**src/rtl/tic_pkg.sv**
```systemverilog
package tic_pkg;

    localparam int LVL_N    = 6;
    localparam int LVL_W    = 3;
    localparam int DATA_W   = 8;
    localparam int ADDR_W   = 3;

    // Levels with fixed roles
    localparam int LVL_DROP = 1;   // cleared by a mask write with this bit set
    localparam int LVL_HOST = 2;   // also drives the status flag
    localparam int LVL_TMR  = 3;   // owned by the interval timer
    localparam int LVL_DRV  = 4;   // drive-status event

    localparam int ST_FLAG_BIT   = 0;
    localparam int ST_MIRROR_BIT = 7;

    typedef enum logic [ADDR_W-1:0] {
        RA_PERIOD = 3'd0,
        RA_MASK   = 3'd1,
        RA_STATUS = 3'd2,
        RA_SW_LO  = 3'd3,
        RA_SW_HI  = 3'd4,
        RA_PEND   = 3'd5
    } reg_addr_e;

    typedef struct packed {
        logic              en;
        reg_addr_e         addr;
        logic [DATA_W-1:0] data;
    } wr_req_t;

    typedef logic [LVL_N:1] lvl_vec_t;

    // Highest set level, 0 when the vector is empty
    function automatic logic [LVL_W-1:0] top_level(input lvl_vec_t act);
        logic [LVL_W-1:0] r;
        r = '0;
        for (int i = 1; i <= LVL_N; i++) begin
            if (act[i]) r = LVL_W'(i);
        end
        return r;
    endfunction

endpackage

```
**src/rtl/tic_timer.sv**
```systemverilog
module tic_timer
    import tic_pkg::*;
#(
    parameter int TMR_W = 8,
    parameter int SW_W  = 12
) (
    input  logic             clk,
    input  logic             rst,
    input  logic             tick,
    input  logic             per_we,
    input  logic [TMR_W-1:0] per_data,
    input  logic             sw_clr,
    output logic [TMR_W-1:0] per_q,
    output logic [SW_W-1:0]  sw_q,
    output logic             expire,
    output logic             live
);

    logic [TMR_W-1:0] cnt_q;

    assign live   = (cnt_q != '0);
    assign expire = !per_we && tick && (cnt_q == TMR_W'(1));

    // Countdown with reload; a write always takes precedence
    always_ff @(posedge clk) begin
        if (rst) begin
            per_q <= '0;
            cnt_q <= '0;
        end else if (per_we) begin
            per_q <= per_data;
            cnt_q <= per_data;
        end else if (tick && live) begin
            if (cnt_q == TMR_W'(1)) cnt_q <= per_q;
            else                    cnt_q <= cnt_q - TMR_W'(1);
        end
    end

    // Free-running stopwatch
    always_ff @(posedge clk) begin
        if (rst || sw_clr) sw_q <= '0;
        else if (tick)     sw_q <= sw_q + SW_W'(1);
    end

endmodule

```
**src/rtl/tic_pend.sv**
```systemverilog
module tic_pend
    import tic_pkg::*;
(
    input  logic              clk,
    input  logic              rst,
    input  logic              mask_we,
    input  logic [DATA_W-1:0] mask_data,
    input  lvl_vec_t          ev,
    input  logic              tmr_expire,
    input  logic              ack_valid,
    input  logic [LVL_W-1:0]  ack_level,
    output logic [DATA_W-1:0] mask_q,
    output lvl_vec_t          pend_q,
    output logic              flag_q
);

    lvl_vec_t set_v;
    lvl_vec_t clr_v;

    generate
        for (genvar l = 1; l <= LVL_N; l++) begin : g_lvl
            logic ack_hit;
            assign ack_hit = ack_valid && (ack_level == LVL_W'(l));

            if (l == LVL_TMR) begin : g_tmr
                assign set_v[l] = tmr_expire && mask_q[l];
            end else begin : g_evt
                assign set_v[l] = ev[l];
            end

            if (l == LVL_DROP) begin : g_drop
                assign clr_v[l] = ack_hit || (mask_we && mask_data[l]);
            end else begin : g_plain
                assign clr_v[l] = ack_hit;
            end

            // A new request outranks a same-cycle clear
            always_ff @(posedge clk) begin
                if (rst)           pend_q[l] <= 1'b0;
                else if (set_v[l]) pend_q[l] <= 1'b1;
                else if (clr_v[l]) pend_q[l] <= 1'b0;
            end
        end
    endgenerate

    always_ff @(posedge clk) begin
        if (rst)          mask_q <= '0;
        else if (mask_we) mask_q <= mask_data;
    end

    always_ff @(posedge clk) begin
        if (rst)                                          flag_q <= 1'b0;
        else if (ev[LVL_HOST])                            flag_q <= 1'b1;
        else if (ack_valid && ack_level == LVL_W'(LVL_HOST)) flag_q <= 1'b0;
    end

endmodule

```
**src/rtl/tic_ctrl.sv**
```systemverilog
module tic_ctrl
    import tic_pkg::*;
#(
    parameter int SW_W = 12
) (
    input  logic              clk,
    input  logic              rst,
    input  logic              tick,
    input  logic              wr_en,
    input  logic [ADDR_W-1:0] wr_addr,
    input  logic [DATA_W-1:0] wr_data,
    input  logic [ADDR_W-1:0] rd_addr,
    output logic [DATA_W-1:0] rd_data,
    input  logic [LVL_N:1]    ext_evt,
    input  logic              ack_valid,
    input  logic [LVL_W-1:0]  ack_level,
    output logic [LVL_W-1:0]  irq_level
);

    localparam int SW_HI_W = SW_W - DATA_W;

    wr_req_t           wreq;
    logic              per_we;
    logic              mask_we;
    logic              sw_clr;
    logic [DATA_W-1:0] per_q;
    logic [SW_W-1:0]   sw_q;
    logic              tmr_expire;
    logic              tmr_live;
    logic [DATA_W-1:0] mask_q;
    lvl_vec_t          pend_q;
    logic              flag_q;
    lvl_vec_t          active;
    logic [DATA_W-1:0] status;

    assign wreq.en   = wr_en;
    assign wreq.addr = reg_addr_e'(wr_addr);
    assign wreq.data = wr_data;

    assign per_we  = wreq.en && (wreq.addr == RA_PERIOD);
    assign mask_we = wreq.en && (wreq.addr == RA_MASK);
    assign sw_clr  = wreq.en && (wreq.addr == RA_SW_LO || wreq.addr == RA_SW_HI);

    tic_timer #(
        .TMR_W (DATA_W),
        .SW_W  (SW_W)
    ) u_tmr (
        .clk      (clk),
        .rst      (rst),
        .tick     (tick),
        .per_we   (per_we),
        .per_data (wreq.data),
        .sw_clr   (sw_clr),
        .per_q    (per_q),
        .sw_q     (sw_q),
        .expire   (tmr_expire),
        .live     (tmr_live)
    );

    tic_pend u_pend (
        .clk        (clk),
        .rst        (rst),
        .mask_we    (mask_we),
        .mask_data  (wreq.data),
        .ev         (ext_evt),
        .tmr_expire (tmr_expire),
        .ack_valid  (ack_valid),
        .ack_level  (ack_level),
        .mask_q     (mask_q),
        .pend_q     (pend_q),
        .flag_q     (flag_q)
    );

    assign active = pend_q & mask_q[LVL_N:1];

    always_ff @(posedge clk) begin
        if (rst) irq_level <= '0;
        else     irq_level <= top_level(active);
    end

    always_comb begin
        status                = '0;
        status[ST_MIRROR_BIT] = mask_q[LVL_HOST];
        status[ST_FLAG_BIT]   = flag_q;
    end

    always_comb begin
        case (rd_addr)
            RA_PERIOD: rd_data = per_q;
            RA_MASK:   rd_data = mask_q;
            RA_STATUS: rd_data = status;
            RA_SW_LO:  rd_data = sw_q[DATA_W-1:0];
            RA_SW_HI:  rd_data = DATA_W'({sw_q[SW_W-1 -: SW_HI_W]});
            RA_PEND:   rd_data = {1'b0, pend_q, 1'b0};
            default:   rd_data = '0;
        endcase
    end

endmodule

```
**config.mk**
```make
export PLATFORM = sky130hd
export DESIGN_NAME = tic_ctrl
export DESIGN_NICKNAME = d
export VERILOG_FILES = /design/src/rtl/tic_pkg.sv /design/src/rtl/tic_timer.sv /design/src/rtl/tic_pend.sv /design/src/rtl/tic_ctrl.sv
export SDC_FILE = /design/constraint.sdc
export NUM_CORES = 1
export LEC_CHECK = 0
export BUFFER_PORTS_ARGS = -buffer_cell sky130_fd_sc_hd__buf_2
export CORE_UTILIZATION = 51
export DETAILED_ROUTE_END_ITERATION = 8
export PLACE_DENSITY = 0.74
export SETUP_SLACK_MARGIN = 0.1
export SYNTH_ARGS = -nofsm -noshare
export SYNTH_HDL_FRONTEND = slang
export SYNTH_SLANG_ARGS = --single-unit
```
**constraint.sdc**
```tcl
create_clock -name clk -period 1.78 [get_ports clk]
set_input_delay 0.267 -clock clk [delete_from_list [all_inputs] [get_ports clk]]
set_output_delay 0.267 -clock clk [all_outputs]
set_load 0.05 [all_outputs]
```
Yosys cells after proc, flatten, opt, wreduce, memory -nomap -nowiden
Cells that the tools add are included.
{ "op_classes": {"div": 0, "bitwise_logic": 1, "mul": 0, "n_mux": 22, "add_sub_neg": 2, "n_lt_le_gt_ge": 0, "shift": 0, "reduce_logical": 29, "n_eq_ne": 15} }
{ "op_table": {"columns": ["operator", "n"], "rows": [
  ["8-bit one-hot mux with 6 select lines", 1],
  ["8-bit 2-to-1 mux", 3],
  ["3-bit equality test, second input constant", 6],
  ["3-bit by 2-bit equality test with 1-bit output, second input constant", 5],
  ["3-bit 2-to-1 mux", 5],
  ["1-bit logical AND", 14],
  ["2-bit nonzero test", 7],
  ["1-bit 2-to-1 mux", 13],
  ["12-bit by 1-bit adder with 12-bit output, second input constant", 1],
  ["3-bit by 1-bit equality test with 1-bit output, second input constant", 3],
  ["8-bit by 1-bit equality test with 1-bit output, second input constant", 1],
  ["8-bit nonzero test", 1],
  ["8-bit by 1-bit subtractor with 8-bit output, second input constant", 1],
  ["6-bit AND", 1],
  ["3-bit logical NOT", 2],
  ["1-bit logical OR", 3],
  ["2-bit OR reduction", 1],
  ["1-bit logical NOT", 1]
]} }
{ "totals": {"elab_cells": 81, "romBits": 0, "mem_count": 0, "out_inout_bits": 11, "latch_bits": 0, "ram_bits": 0, "input_bits": 28, "register_bits": 45} }

Longest topological paths before layout
{ "logic_depth": {"word_depth": 7, "depth_mapped": 6, "ltp_nobuf": 6} }

Hierarchy
Synthesis repeated with hierarchy kept, for this count alone.
{ "hier_totals": {"cells_unflattened": 291, "hier_area_um2": 2532.4} }
{ "by_module_without_submodules": {"columns": ["mod", "n_inst", "seq_area_each_um2", "area_each_um2", "cells_per_inst"], "rows": [
  ["tic_timer", 1, 560.5, 1417.6, 166],
  ["tic_pend", 1, 280.3, 578.1, 56],
  ["tic_ctrl", 1, 60.1, 536.8, 69]
]} }

Worst setup path before layout
No wires, ideal clock.
{ "synth_timing": {"path_kind": "input to output", "startpoint": "in rd_addr[0]", "endpoint": "out rd_data[1]", "required_ns": 1.513, "stages": 4, "n_path_buf": 2, "path_slack_ns": -0.522, "arrival_time_ns": 2.035, "cell_sequence": "clkbuf_1 -> clkbuf_1 -> a31oi_1 -> o21ai_0"} }
{ "synth_between": {"elab_chain_len": 2, "elab_cells_between_ends": 7, "cone_classes": "5 x eq/ne; 1 x mux; 1 x reduce/logical"} }
{ "synth_lines": {"columns": ["item", "line_no", "rtl"], "rows": [
  ["start, declared", "tic_ctrl.sv:12", "input logic [ADDR_W-1:0] rd_addr,"],
  ["3-bit equality test (tied with other cells)", "tic_ctrl.sv:88", "case (rd_addr)"],
  ["8-bit one-hot mux with 6 select lines *", "tic_ctrl.sv:88", null],
  ["end, declared", "tic_ctrl.sv:13", "output logic [DATA_W-1:0] rd_data,"]
]} }
Mark *: on every way between the ends. The rest lies on a longest branch, timed or not.

Final worst setup path
{ "layout_timing": {"startpoint": "reg u_tmr.cnt_q[0]", "endpoint": "reg u_tmr.cnt_q[0]"} }
{ "layout_between": {"elab_chain_len": 4, "elab_cells_between_ends": 8, "cone_classes": "1 x add/sub; 1 x eq/ne; 3 x mux; 3 x reduce/logical"} }
{ "layout_lines": {"columns": ["item", "line_no", "rtl"], "rows": [
  ["start, declared", "tic_timer.sv:19", "logic [TMR_W-1:0] cnt_q;"],
  ["start signal, assigned", "tic_timer.sv:31", "cnt_q <= per_data;"],
  ["start signal, assigned", "tic_timer.sv:33", "if (cnt_q == TMR_W'(1)) cnt_q <= per_q;"],
  ["start signal, assigned", "tic_timer.sv:34", "else cnt_q <= cnt_q - TMR_W'(1);"],
  ["8-bit by 1-bit subtractor with 8-bit output / 8-bit by 1-bit equality test with 1-bit output (equally long branches)", "tic_timer.sv:34, tic_timer.sv:33", null],
  ["8-bit 2-to-1 mux", "tic_timer.sv:33", null],
  ["8-bit 2-to-1 mux", "tic_timer.sv:32", "end else if (tick && live) begin"],
  ["8-bit 2-to-1 mux", "tic_timer.sv:29", "end else if (per_we) begin"]
]} }
Parallel ways exist; a longest one is shown, timed or not. The select of a mux whose other input is x is not followed.
A chain may end at the register's enable or synchronous reset.

==> metrics.cfg <==
[run_status]
outcome=complete, no violations

[synth]
yosysTopAreaCellShare_pct=36.6
syn_avg_cell_area_um2=8.40
synth.most_common_cell=dfxtp_1
synth_cells=293
syn_area_um2=2460
seq_area_frac_synth_pct=36.6
ys_ff_latch=45
ys.flop_type=dfxtp_1
synthArstFlopShare_pct=0
synth_common_cells=dfxtp_1, nand2_1, nor2_1
ys.warnings.count=0
synth-edff-count=0
synthesis.nets=325
synth_area_leaders=dfxtp_1, mux2i_1, nand2_1
synth_cell_types=49
synth_top_area_cell=dfxtp_1

[worst_setup_path]
slowest_stage=or3b_4
cp-endpoint=u_tmr.cnt_q[0]
path_delay_family=compound AO/OA/AOI/OAI gates
critPathLaunchType=register
crit_chain=inv_4, ha_4, or3b_4, o21ai_4, o21ai_2, a2111oi_2
crit_path_start=u_tmr.cnt_q[0]
cp.arrival_ns=1.94
setup.worst_path.class=reg -> reg
path_buf_inv=1
crit_fanout=5
reg2reg_to=u_tmr.cnt_q[0]
worst-path-stages=6
timing.rr.start=u_tmr.cnt_q[0]
reg2reg_slack_ns=0.02
required_ns=1.96
rr_worst_depth=6
setup.worst_path.end_class=register
slowest_delay_ns=0.39

[die]
row_count=24
start_util_pct=54.7
io_pins=39
fp.dieH_um=71.5
coreArea_um2=4500
die_area_um2=5110
fp.dieW_um=71.5

[sta]
fmax_ghz=0.567
tns_ns=0
setup_viol=0
period_share_pct=99.0
rsz0062_at_grt=yes
slew_violations=0
min_period_ns=1.76
skew_ns=0.00439
setup_ws_ns=0.0173
maxSlewHeadroom_pct=72.1
tightest_slew_ns=0.418
hold_viol_final=0

[place]
place_hpwl_mm=4.64
pre_cts_slack_ns=-0.00765
placedCellCount=384
place_congestion=0.988
portBuffers=37

[clock_network]
hold_buffers=0
clock_sinks=45
cts_root_buf=clkbuf_8
clk_path_buf_depth=2
cts_tree=yes
cts_buffers=5
clkLatencyLatePin_ns=0.29
htreeDepth=2
path_clk_slew_ns=0.08

[pwr]
irDropWorstVdd_uv=702
clkPwrFrac_pct=22.4
share_comb_of_total_power_pct=40.8
p_leak_nw=1.21
power.density_nw_per_um2=1080
p_sw_mw=1.14
pwr-share-seq_pct=36.8
p_sw_share_pct=34.2
internal_power_mw=2.20
total_power_mw=3.34

[min_path]
worstHoldStart=ext_evt[2]
hold_class=in -> reg

[routing]
drt_first_pass_iters=4
vias_per_cell=5.94
ant_nets=0
drtIter0Drc=216
vias=2376
drc=0
wirelength_mm=6.34
avgRoutedWirePerCell_um=15.8

[cells_and_area]
final_core_util_pct=68.9
num_antenna_cells=0
drive_above_1_share_pct=32.2
nets=380
area_delta_synth_final_pct=26.0
fillCellCount=370
final_cells=400

[global_route]
grt_max_degree=20
grt_pass1_wl_mm=9.87
grt_overflow_total=0
antenna_found_initial=0
grt_pass1_vias=2037
grt_usage_pct=25.0

[flow_run]
max_cap_viol_count=0

[registers in the layout, summed over array words and instances, names as in the netlist]
signal and count:
irq_level 3, u_pend.flag_q 1, u_pend.mask_q 8, u_pend.pend_q 5, u_tmr.cnt_q 8, u_tmr.per_q 8, u_tmr.sw_q 12
[final cells by class]
type	instances	area (um^2)	share of cell area (%)
timing repair buffer	65	424	13.7
sequential	45	916	29.5
inverter	4	17.5	0.565
clock inverter	2	35.0	1.13
tap	52	65.1	2.10
multi-input combinational	227	1580	50.8
clock buffer	5	68.8	2.22
[cell families after synthesis]
kind of cell	count (synthesis)	synth area share [%]
fa+ha+maj	4	2.03
flops	45	36.6
compound gates	68	18.4
simple gates	121	24.2
xor+xnor	11	3.91
buf+inv	21	3.81
mux	23	11.0
[per-layer routing]
layer  up-vias  part of all wire, %  track usage (%)
met1      1102                   45             35.3
met2        91                   47             40.0
met3         6                  6.8             4.36
met5         -                    0                0
met4         0                 0.73             6.54
li1       1177                    -                -
[what timing repair did]
action | in CTS | in global routing
pin swaps | 1 | 5
endpoints found under the hold margin | 0 | 0
buffers inserted | 6 | 3
endpoints found under the setup margin | 8 | 16
gates cloned | 0 | 0
gates resized for setup | 13 | 21
[layout by cell type (no fill, tap or decap), types with 5 or more instances in the layout]
cell	n
nand2_1	39
dfxtp_1	37
nor2_1	33
buf_2	30
buf_4	30
a21oi_1	23
mux2i_1	18
nand3_1	10
o211ai_1	7
xor2_1	6
dfxtp_2	6
nand2b_1	5
nand4_1	5
xnor2_1	5
clkbuf_8	5
[per-stage QoR]
| stage | cell area [um^2] | hold WS, ns |
|---|---|---|
| final | 3100 | 0.172 |
| after global routing | 3100 | 0.180 |
| after CTS | 3020 | 0.169 |
| after detailed placement | 2840 | 0.476 |
| after global placement | 2840 | 0.466 |
| after floorplan | 2510 | 0.384 |
[power groups by stage]
stage	combinational (mW)	sequential, mW	clock [mW]
floorplan	0.838	1.21	0
global placement	1.16	1.22	0
detailed placement	1.17	1.22	0
CTS	1.23	1.20	0.762
global route	1.48	1.24	0.810
finish	1.36	1.23	0.748
[worst min-delay path by stage]
stage	end	slack, ns	cells past startpoint
2_1_floorplan	u_pend.flag_q	0.38	2
3_3_place_gp	u_tmr.sw_q[11]	0.47	2
3_5_place_dp	u_tmr.sw_q[11]	0.48	2
4_1_cts	u_pend.flag_q	0.17	3
5_1_grt	u_pend.flag_q	0.18	3
6_report	u_pend.flag_q	0.17	3
[tightest hold or removal path, cell delays in order]
cell     delay (ns)
buf_2          0.07
a21oi_1        0.03
nor2_1         0.07
Power figures use the tool's default switching activity.
